`src/rtl/sdram_burst_pkg.sv`:
```
package sdram_burst_pkg;

  typedef enum logic [2:0] {
    BL_ONE,
    BL_TWO,
    BL_FOUR,
    BL_EIGHT,
    BL_PAGE
  } burst_len_e;

  typedef struct packed {
    burst_len_e  len;
    logic        interleave;
    logic        write_single;
    logic [2:0]  cas;
    logic        reserved;
  } mode_fields_t;

endpackage

```
`src/rtl/sdram_mode_decode.sv`:
```
module sdram_mode_decode
  import sdram_burst_pkg::*;
#(
  parameter int MODE_W = 12
) (
  input  logic [MODE_W-1:0] word,
  output mode_fields_t      fields
);

  logic len_bad;
  logic cas_bad;

  always_comb begin
    len_bad = 1'b0;
    unique case (word[2:0])
      3'b000:  fields.len = BL_ONE;
      3'b001:  fields.len = BL_TWO;
      3'b010:  fields.len = BL_FOUR;
      3'b011:  fields.len = BL_EIGHT;
      3'b111:  fields.len = BL_PAGE;
      default: begin
        fields.len = BL_ONE;
        len_bad    = 1'b1;
      end
    endcase

    cas_bad = 1'b0;
    unique case (word[6:4])
      3'b001, 3'b010, 3'b011: fields.cas = word[6:4];
      default: begin
        fields.cas = 3'd0;
        cas_bad    = 1'b1;
      end
    endcase

    fields.interleave   = word[3];
    fields.write_single = word[9];
    fields.reserved     = len_bad | cas_bad | (word[8:7] != 2'b00)
                        | ((word[2:0] == 3'b111) & word[3]);
  end

endmodule

```
`src/rtl/sdram_col_gen.sv`:
```
module sdram_col_gen
  import sdram_burst_pkg::*;
#(
  parameter int COL_W = 8
) (
  input  logic             clk,
  input  logic             rst_n,
  input  logic             launch,
  input  logic             cancel,
  input  logic [COL_W-1:0] launch_col,
  input  logic             one_beat,
  input  burst_len_e       len,
  input  logic             interleave,
  input  logic             stop,
  output logic [COL_W-1:0] col,
  output logic             valid,
  output logic             last
);

  localparam logic [COL_W-1:0] PAGE_MASK = {COL_W{1'b1}};

  logic             active_q, active_d;
  logic [COL_W-1:0] first_q, first_d;
  logic [COL_W-1:0] mask_q, mask_d;
  logic             ilv_q, ilv_d;
  logic             page_q, page_d;
  logic [COL_W-1:0] beat_q, beat_d;
  logic             upd_en;
  logic [COL_W-1:0] low;
  logic [COL_W-1:0] len_mask;

  always_comb begin
    unique case (len)
      BL_TWO:   len_mask = COL_W'(1);
      BL_FOUR:  len_mask = COL_W'(3);
      BL_EIGHT: len_mask = COL_W'(7);
      BL_PAGE:  len_mask = PAGE_MASK;
      default:  len_mask = '0;
    endcase
  end

  assign upd_en = launch | cancel | active_q;

  always_comb begin
    active_d = active_q;
    first_d  = first_q;
    mask_d   = mask_q;
    ilv_d    = ilv_q;
    page_d   = page_q;
    beat_d   = beat_q;
    if (launch) begin
      active_d = 1'b1;
      first_d  = launch_col;
      mask_d   = one_beat ? '0 : len_mask;
      ilv_d    = interleave;
      page_d   = (len == BL_PAGE) & ~one_beat;
      beat_d   = '0;
    end else if (cancel) begin
      active_d = 1'b0;
    end else if (active_q) begin
      if (stop || (!page_q && beat_q == mask_q)) begin
        active_d = 1'b0;
      end else begin
        beat_d = beat_q + COL_W'(1);
      end
    end
  end

  always_ff @(posedge clk or negedge rst_n) begin
    if (!rst_n) begin
      active_q <= 1'b0;
      first_q  <= '0;
      mask_q   <= '0;
      ilv_q    <= 1'b0;
      page_q   <= 1'b0;
      beat_q   <= '0;
    end else if (upd_en) begin
      active_q <= active_d;
      first_q  <= first_d;
      mask_q   <= mask_d;
      ilv_q    <= ilv_d;
      page_q   <= page_d;
      beat_q   <= beat_d;
    end
  end

  assign low   = ilv_q ? (first_q ^ beat_q) : (first_q + beat_q);
  assign col   = (first_q & ~mask_q) | (low & mask_q);
  assign valid = active_q;
  assign last  = active_q & ~page_q & (beat_q == mask_q);

  a_r5_last_has_valid: assert property (@(posedge clk) disable iff (!rst_n)
    last |-> valid);

  a_r7_page_never_last: assert property (@(posedge clk) disable iff (!rst_n)
    (valid && page_q) |-> !last);

  a_r11_beat0_is_start: assert property (@(posedge clk) disable iff (!rst_n)
    launch |=> (valid && col == $past(launch_col)));

  a_r4_block_kept: assert property (@(posedge clk) disable iff (!rst_n)
    (valid && $past(valid) && !$past(launch)) |->
      ((col & ~mask_q) == ($past(col) & ~mask_q)));

endmodule

```
`src/rtl/sdram_burst_seq.sv`:
```
module sdram_burst_seq
  import sdram_burst_pkg::*;
#(
  parameter int MODE_W = 12,
  parameter int COL_W  = 8
) (
  input  logic              clk,
  input  logic              rst_n,
  input  logic              mode_load,
  input  logic [MODE_W-1:0] mode_word,
  input  logic              start,
  input  logic [COL_W-1:0]  start_col,
  input  logic              start_write,
  input  logic              stop,
  output logic [COL_W-1:0]  col_out,
  output logic              col_valid,
  output logic              col_last,
  output logic [2:0]        cas_lat,
  output logic              mode_reserved,
  output logic              start_err
);

  logic [MODE_W-1:0] mode_q, mode_d;
  logic              err_q, err_d;
  mode_fields_t      fields;
  logic              launch;
  logic              refuse;

  always_comb begin
    mode_d = mode_q;
    if (mode_load) mode_d = mode_word;
  end

  always_ff @(posedge clk or negedge rst_n) begin
    if (!rst_n) begin
      mode_q <= '0;
    end else if (mode_load) begin
      mode_q <= mode_d;
    end
  end

  sdram_mode_decode #(.MODE_W(MODE_W)) u_decode (
    .word   (mode_q),
    .fields (fields)
  );

  assign launch = start & ~fields.reserved;
  assign refuse = start & fields.reserved;
  assign err_d  = refuse;

  always_ff @(posedge clk or negedge rst_n) begin
    if (!rst_n) begin
      err_q <= 1'b0;
    end else begin
      err_q <= err_d;
    end
  end

  sdram_col_gen #(.COL_W(COL_W)) u_gen (
    .clk        (clk),
    .rst_n      (rst_n),
    .launch     (launch),
    .cancel     (refuse),
    .launch_col (start_col),
    .one_beat   (start_write & fields.write_single),
    .len        (fields.len),
    .interleave (fields.interleave),
    .stop       (stop),
    .col        (col_out),
    .valid      (col_valid),
    .last       (col_last)
  );

  assign cas_lat       = fields.cas;
  assign mode_reserved = fields.reserved;
  assign start_err     = err_q;

  a_r10_refused_start: assert property (@(posedge clk) disable iff (!rst_n)
    (start && mode_reserved) |=> (start_err && !col_valid));

  a_r6_single_write: assert property (@(posedge clk) disable iff (!rst_n)
    (start && start_write && !mode_reserved && mode_q[9]) |=> col_last);

  a_r8_cas_zero_reserved: assert property (@(posedge clk) disable iff (!rst_n)
    (cas_lat == 3'd0) |-> mode_reserved);

  a_r10_err_single_pulse: assert property (@(posedge clk) disable iff (!rst_n)
    (start_err && !$past(start)) |-> 1'b0);

endmodule

```
`config.mk`:
```
export PLATFORM = sky130hd
export DESIGN_NAME = sdram_burst_seq
export DESIGN_NICKNAME = d
export VERILOG_FILES = /design/src/rtl/sdram_burst_pkg.sv /design/src/rtl/sdram_mode_decode.sv /design/src/rtl/sdram_col_gen.sv /design/src/rtl/sdram_burst_seq.sv
export SDC_FILE = /design/constraint.sdc
export NUM_CORES = 1
export LEC_CHECK = 0
export BUFFER_PORTS_ARGS = -buffer_cell sky130_fd_sc_hd__buf_2
export CORE_MARGIN = 5
export CORE_UTILIZATION = 54
export DETAILED_ROUTE_END_ITERATION = 16
export PLACE_DENSITY = 0.78
export SYNTH_ARGS = -nofsm -noshare
export SYNTH_HDL_FRONTEND = slang
export SYNTH_SLANG_ARGS = --single-unit
export TNS_END_PERCENT = 30
```
`constraint.sdc`:
```
create_clock -name clk -period 2.2 [get_ports clk]
set_input_delay 0.11 -clock clk [delete_from_list [all_inputs] [get_ports clk]]
set_output_delay 0.11 -clock clk [all_outputs]
set_load 0.01 [all_outputs]
```
# Word-level counts from Yosys, hierarchy flattened
# Cells that the tools add are included.
# word_totals
inputBits,26
output_inout_bits,15
reg_bits,38
word_cells,69
# op_classes
n_bitwise,20
muxes,15
reduce_logical,10
n_eq_ne,14
addsub,2
# ops
operator,count
2-to-1 mux 8 bit,6
one-hot mux 8 bit (4 select lines),1
"equality test 3 x 2 -> 1 bit, second input constant",6
AND 8 bit,2
one-hot mux 3 bit (4 select lines),1
"equality test 3 x 1 -> 1 bit, second input constant",3
"adder 8 x 1 -> 8 bit, second input constant",1
adder 8 bit,1
equality test 8 bit,1
inverter 8 bit,1
bitwise OR 8 bit,1
XOR 8 bit,1
AND 1 bit,7
"equality test 3 bit, second input constant",2
2-to-1 mux 1 bit,6
bitwise OR 1 bit,5
OR reduction 5 bit,1
"!= test 2 x 1 -> 1 bit, second input constant",2
AND reduction 4 bit,1
nonzero test 2 bit,2
logical NOT 3 bit,1
2-to-1 mux 3 bit,1
inverter 1 bit,3
OR reduction 3 bit,1
4 further kinds,4

# Depth between registers and ports, before layout
# logic_depth
word_depth,11
ltp_mapped,8
depth_no_buf,8

# Cells and area by module
# A second synthesis with hierarchy kept.
# unflattened
hier_cells,196
area_unflattened_um2,2064.5
# by_module_without_submodules
module,cells_per_inst,instances,seq_area_each_um2,area_each_um2
sdram_col_gen,154,1,550.5,1441.4
sdram_burst_seq,29,1,325.3,528.0
sdram_mode_decode,13,1,0.0,95.1

# Worst setup path after synthesis
# No wires, ideal clock.
# synth_path
path_type,flip-flop to output port
startpoint,reg u_gen.beat_q[1]
endpoint,out col_out[7]
stages_incl_launch_ff,7
t_required_ns,2.090
path_buffers,0
t_arrival_ns,1.868
path_slack_ns,0.222
path_cell_list,dfrtp_1 -> ha_1 -> a211oi_1 -> nor2_1 -> o41a_1 -> or3_1 -> o2111ai_1
# synth_via
elab_chain_len,4
# synth_lines
element,line_no,source
"start, declared",sdram_col_gen.sv:27,"logic [COL_W-1:0] beat_q, beat_d;"
"start signal, assigned",sdram_col_gen.sv:83,beat_q <= beat_d;
adder 8 bit,sdram_col_gen.sv:87,assign low = ilv_q ? (first_q ^ beat_q) : (first_q + beat_q);
2-to-1 mux 8 bit,sdram_col_gen.sv:87,
AND 8 bit,sdram_col_gen.sv:88,assign col = (first_q & ~mask_q) | (low & mask_q);
bitwise OR 8 bit,sdram_col_gen.sv:88,
"end, declared",sdram_burst_seq.sv:15,"output logic [COL_W-1:0] col_out,"
# No other way between the ends.

# Final worst setup path
# layout_path
startpoint,reg u_gen.first_q[3]
endpoint,out col_out[7]
# layout_via
elab_chain_len,4
# layout_lines
element,line_no,source
"start, declared",sdram_col_gen.sv:23,"logic [COL_W-1:0] first_q, first_d;"
"start signal, assigned",sdram_col_gen.sv:79,first_q <= first_d;
adder 8 bit,sdram_col_gen.sv:87,
2-to-1 mux 8 bit,sdram_col_gen.sv:87,
AND 8 bit,sdram_col_gen.sv:88,
bitwise OR 8 bit,sdram_col_gen.sv:88,
# No other way between the ends.

==> impl_summary.log <==
[metrics] total of max-cap violations: 0
[metrics] top library cells by usage in the layout, fill and taps aside: sky130_fd_sc_hd__buf_2, sky130_fd_sc_hd__dfrtp_1, sky130_fd_sc_hd__nand2_1, sky130_fd_sc_hd__nor2_1, sky130_fd_sc_hd__o21ai_0
[metrics] violated checks: negative setup slack
[metrics] result of the run: complete, but fails checks
[metrics] Hold WC Path Type: in2reg
[metrics] Critical Path Fanout Max: 3
[metrics] Final Slew Violations: 0
[metrics] area of the core region: 3720 um^2
[metrics] endpoints failing hold: 0
[metrics] Chip Width: slightly above 70 um
[metrics] Yosys warning count: 0
[metrics] I/O pin count: just over 40
[metrics] share of post-route cells with drive strength above 1: 0.366
[metrics] overall die area: 5210 um^2
[metrics] placer's final routability congestion estimate: about 0.77
[metrics] Tightest Pin Transition: approximately 770 ps
[metrics] standby leakage power: 0.00124 uW
[metrics] time the worst path needs with I/O delays and setup: 2310 ps
[metrics] worst slew margin relative to its limit: 0.490
[metrics] buffer type at the clock tree root: sky130_fd_sc_hd__clkbuf_8
[metrics] TritonCTS clock tree: built
[metrics] total of flip-flops plus latches after synthesis: 34
[metrics] number of H-tree levels: 2
[metrics] average wire per cell in the routed design: ~15 um
[metrics] kind of start point of the critical path: flip-flop
[metrics] cell area after technology mapping: roughly 2100 um^2
[metrics] half-perimeter wire length after placement: approximately 3100 um
[metrics] vias: 1749
[metrics] number of buffers between clock root and the deepest sink: 2
[metrics] Die Height: 72.2 um
[metrics] setup repair after global routing missed its margin: true
[metrics] area taken by flip-flops and latches: approximately 850 um^2
[metrics] Most used DFF post-synth: sky130_fd_sc_hd__dfrtp_1
[metrics] number of flops mapped to enable cells by yosys: 0
[metrics] CP endpoint kind: primary output
[metrics] maximum vdd drop: between 0.7 and 0.8 mV
[metrics] Distinct cells, synth: 51
[metrics] multi-input combinational cell area: 1230 um^2
[metrics] mean cell area of the mapped netlist: roughly 9.8 um^2
[metrics] global-route wire length before repair: between 8000 and 9000 um
[metrics] sum of routed wire length over all layers: around 4600 um
[metrics] number of buffers added by the clock tree synthesis step: 5
[metrics] synthesized net count: roughly 250
[metrics] count of buffers inserted at the top-level ports: 37
[metrics] detailed-route DRC error count: 0
[metrics] Pre-Repair DR Iteration Count: 4
[metrics] asr flop ratio synth: 1.00
[metrics] antenna viol nets, final: 0
[metrics] crit path setup slack, layout: -111 ps
[metrics] power per standard cell area: around 1000 nW/um^2
[metrics] Crit path arrival time: around 2200 ps
[metrics] remaining global-route overflow: 0
[metrics] number of filler cells placed in the layout: about 280
[metrics] largest clock skew in the final design: 3.41 ps
[metrics] First DRT Iteration DRCs: roughly 110
[metrics] share of synthesized area occupied by flip-flops and latches: 0.407
[metrics] count of antenna diodes in the layout: 0
[metrics] all-layer global routing usage: 0.198
[metrics] share of the synthesized area in the top cell type: 0.407
[metrics] routed vias/inst: ~5.6
[metrics] period utilization: 1.05
[metrics] pin count of the biggest net entering global routing: 35
[metrics] Core Rows: 22
[metrics] number of cells produced by synthesis: approximately 210
[metrics] final net count: 299
[metrics] Fmax: roughly 0.43 GHz
[metrics] worst setup slack for register-to-register paths: 370 ps
[metrics] P&R area growth vs syn: 24.7%
[metrics] Worst EP required: 2090 ps
[metrics] Setup violations, final: 3
[metrics] Area contributors post-synth: sky130_fd_sc_hd__dfrtp_1, sky130_fd_sc_hd__mux2_2, sky130_fd_sc_hd__ha_1, sky130_fd_sc_hd__mux2_4, sky130_fd_sc_hd__nand2_1
[metrics] cell type with the largest total area after synthesis: sky130_fd_sc_hd__dfrtp_1
[metrics] antenna violations before repair: 0
[metrics] most common cell after layout, fill and taps aside: sky130_fd_sc_hd__buf_2
[metrics] clock edge transition at the registers on the reported setup and hold paths: 70 ps
[metrics] worst slack at placement: 47.8 ps
[metrics] clock latency reported for the late side of the worst-skew pair: ~290 ps
[metrics] via count of the first global-routing pass: 1832
[metrics] final total negative setup slack: -229 ps
[metrics] type of the setup path with the least slack: reg2out
[metrics] count of clock tree sinks: 34
[metrics] initial standard-cell utilization of the core: 0.562
## state kept, by name (all words and copies together) (netlist names)
name	count
mode_q	10
u_gen.beat_q	8
u_gen.first_q	8
u_gen.mask_q	4
start_err	1
u_gen.ilv_q	1
u_gen.page_q	1
u_gen.valid	1
## cell type report
class | count | area share
Multi-Input combinational cell | 159 | 0.472
Clock buffer | 5 | 0.0264
Timing Repair Buffer | 52 | 0.117
Inverter | 12 | 0.0173
Sequential cell | 34 | 0.327
Clock inverter | 3 | 0.0173
Tap cell | 48 | 0.0231
## where the power goes
group / internal [uW] / total, uW / switching [uW]
Clock: 337 / 571 / 234
Combinational: 618 / 1180 / 560
Sequential: 769 / 939 / 170
Total: 1720 / 2690 / 964
## synth_stat cells, types with 4 or more instances
| library cell | n |
|---|---|
| sky130_fd_sc_hd__dfrtp_1 | 34 |
| sky130_fd_sc_hd__nand2_1 | 24 |
| sky130_fd_sc_hd__nor2_1 | 18 |
| sky130_fd_sc_hd__o21ai_0 | 15 |
| sky130_fd_sc_hd__inv_1 | 12 |
| sky130_fd_sc_hd__mux2_2 | 10 |
| sky130_fd_sc_hd__a21oi_1 | 8 |
| sky130_fd_sc_hd__ha_1 | 8 |
| sky130_fd_sc_hd__nand3_1 | 8 |
| sky130_fd_sc_hd__mux2_4 | 6 |
| sky130_fd_sc_hd__mux2i_1 | 5 |
| sky130_fd_sc_hd__nor2b_1 | 5 |
| sky130_fd_sc_hd__xnor2_1 | 5 |
| sky130_fd_sc_hd__a21o_1 | 4 |
## cells by family (layout without fill, tap and decap cells)
group / after synthesis / in the layout / share of synthesized area
other cells: 1 / 1 / 0.00180
flops: 34 / 34 / 0.407
fa+ha+maj: 9 / 9 / 0.0575
xor+xnor: 8 / 8 / 0.0336
simple gates: 81 / 81 / 0.203
buf+inv: 21 / 72 / 0.0479
mux: 21 / 21 / 0.121
compound gates: 39 / 39 / 0.128
## metal layers
| metal | share of wire | vias up | GRT usage |
|---|---|---|---|
| li1 | - | 844 | - |
| met5 | 0 | - | 0 |
| met1 | 0.39 | 839 | 0.223 |
| met4 | 0.032 | 0 | 0.0939 |
| met3 | 0.051 | 17 | 0.0554 |
| met2 | 0.52 | 49 | 0.343 |
## final timing paths
check / from / end / cells after the start
worst min register to register: u_gen.page_q / u_gen.page_q / 1
worst max register to register: u_gen.mask_q[6] / u_gen.beat_q[5] / 5
min in group asynchronous: rst_n / mode_q[6] / 2
worst max-delay path: u_gen.first_q[3] / col_out[7] / 7
worst min-delay path: mode_word[2] / mode_q[2] / 3
max in group asynchronous: rst_n / u_gen.beat_q[4] / 2
## what timing repair did
action | in CTS | in global routing
endpoints found under the hold margin | 34 | 0
hold buffers | 1 | 0
endpoints found under the setup margin | 3 | 3
buffers inserted | 4 | 1
gates resized for setup | 14 | 4
cloned | 0 | 0
pin swaps | 7 | 3
## stage by stage
stage,instances,total power [uW],hold slack (ps),area (um^2),utilization
after detailed placement,299,1910,217,2350,0.631
after floorplan,214,1610,-186,2090,-
after global placement,299,1880,215,2350,0.631
after global routing,313,2920,32.8,2610,0.701
final,313,2690,34.0,2610,0.701
after CTS,312,2660,30.6,2580,0.695
## worst max-delay path: stages (launching register included)
cell                        delay (ps)
sky130_fd_sc_hd__dfrtp_1           420
sky130_fd_sc_hd__ha_4              300
sky130_fd_sc_hd__o21ai_0            80
sky130_fd_sc_hd__nor2_1            190
sky130_fd_sc_hd__o41a_1            220
sky130_fd_sc_hd__or3b_2            460
sky130_fd_sc_hd__o2111ai_1          90
sky130_fd_sc_hd__buf_2             150
Note: power is estimated with default switching activity, not from simulation.
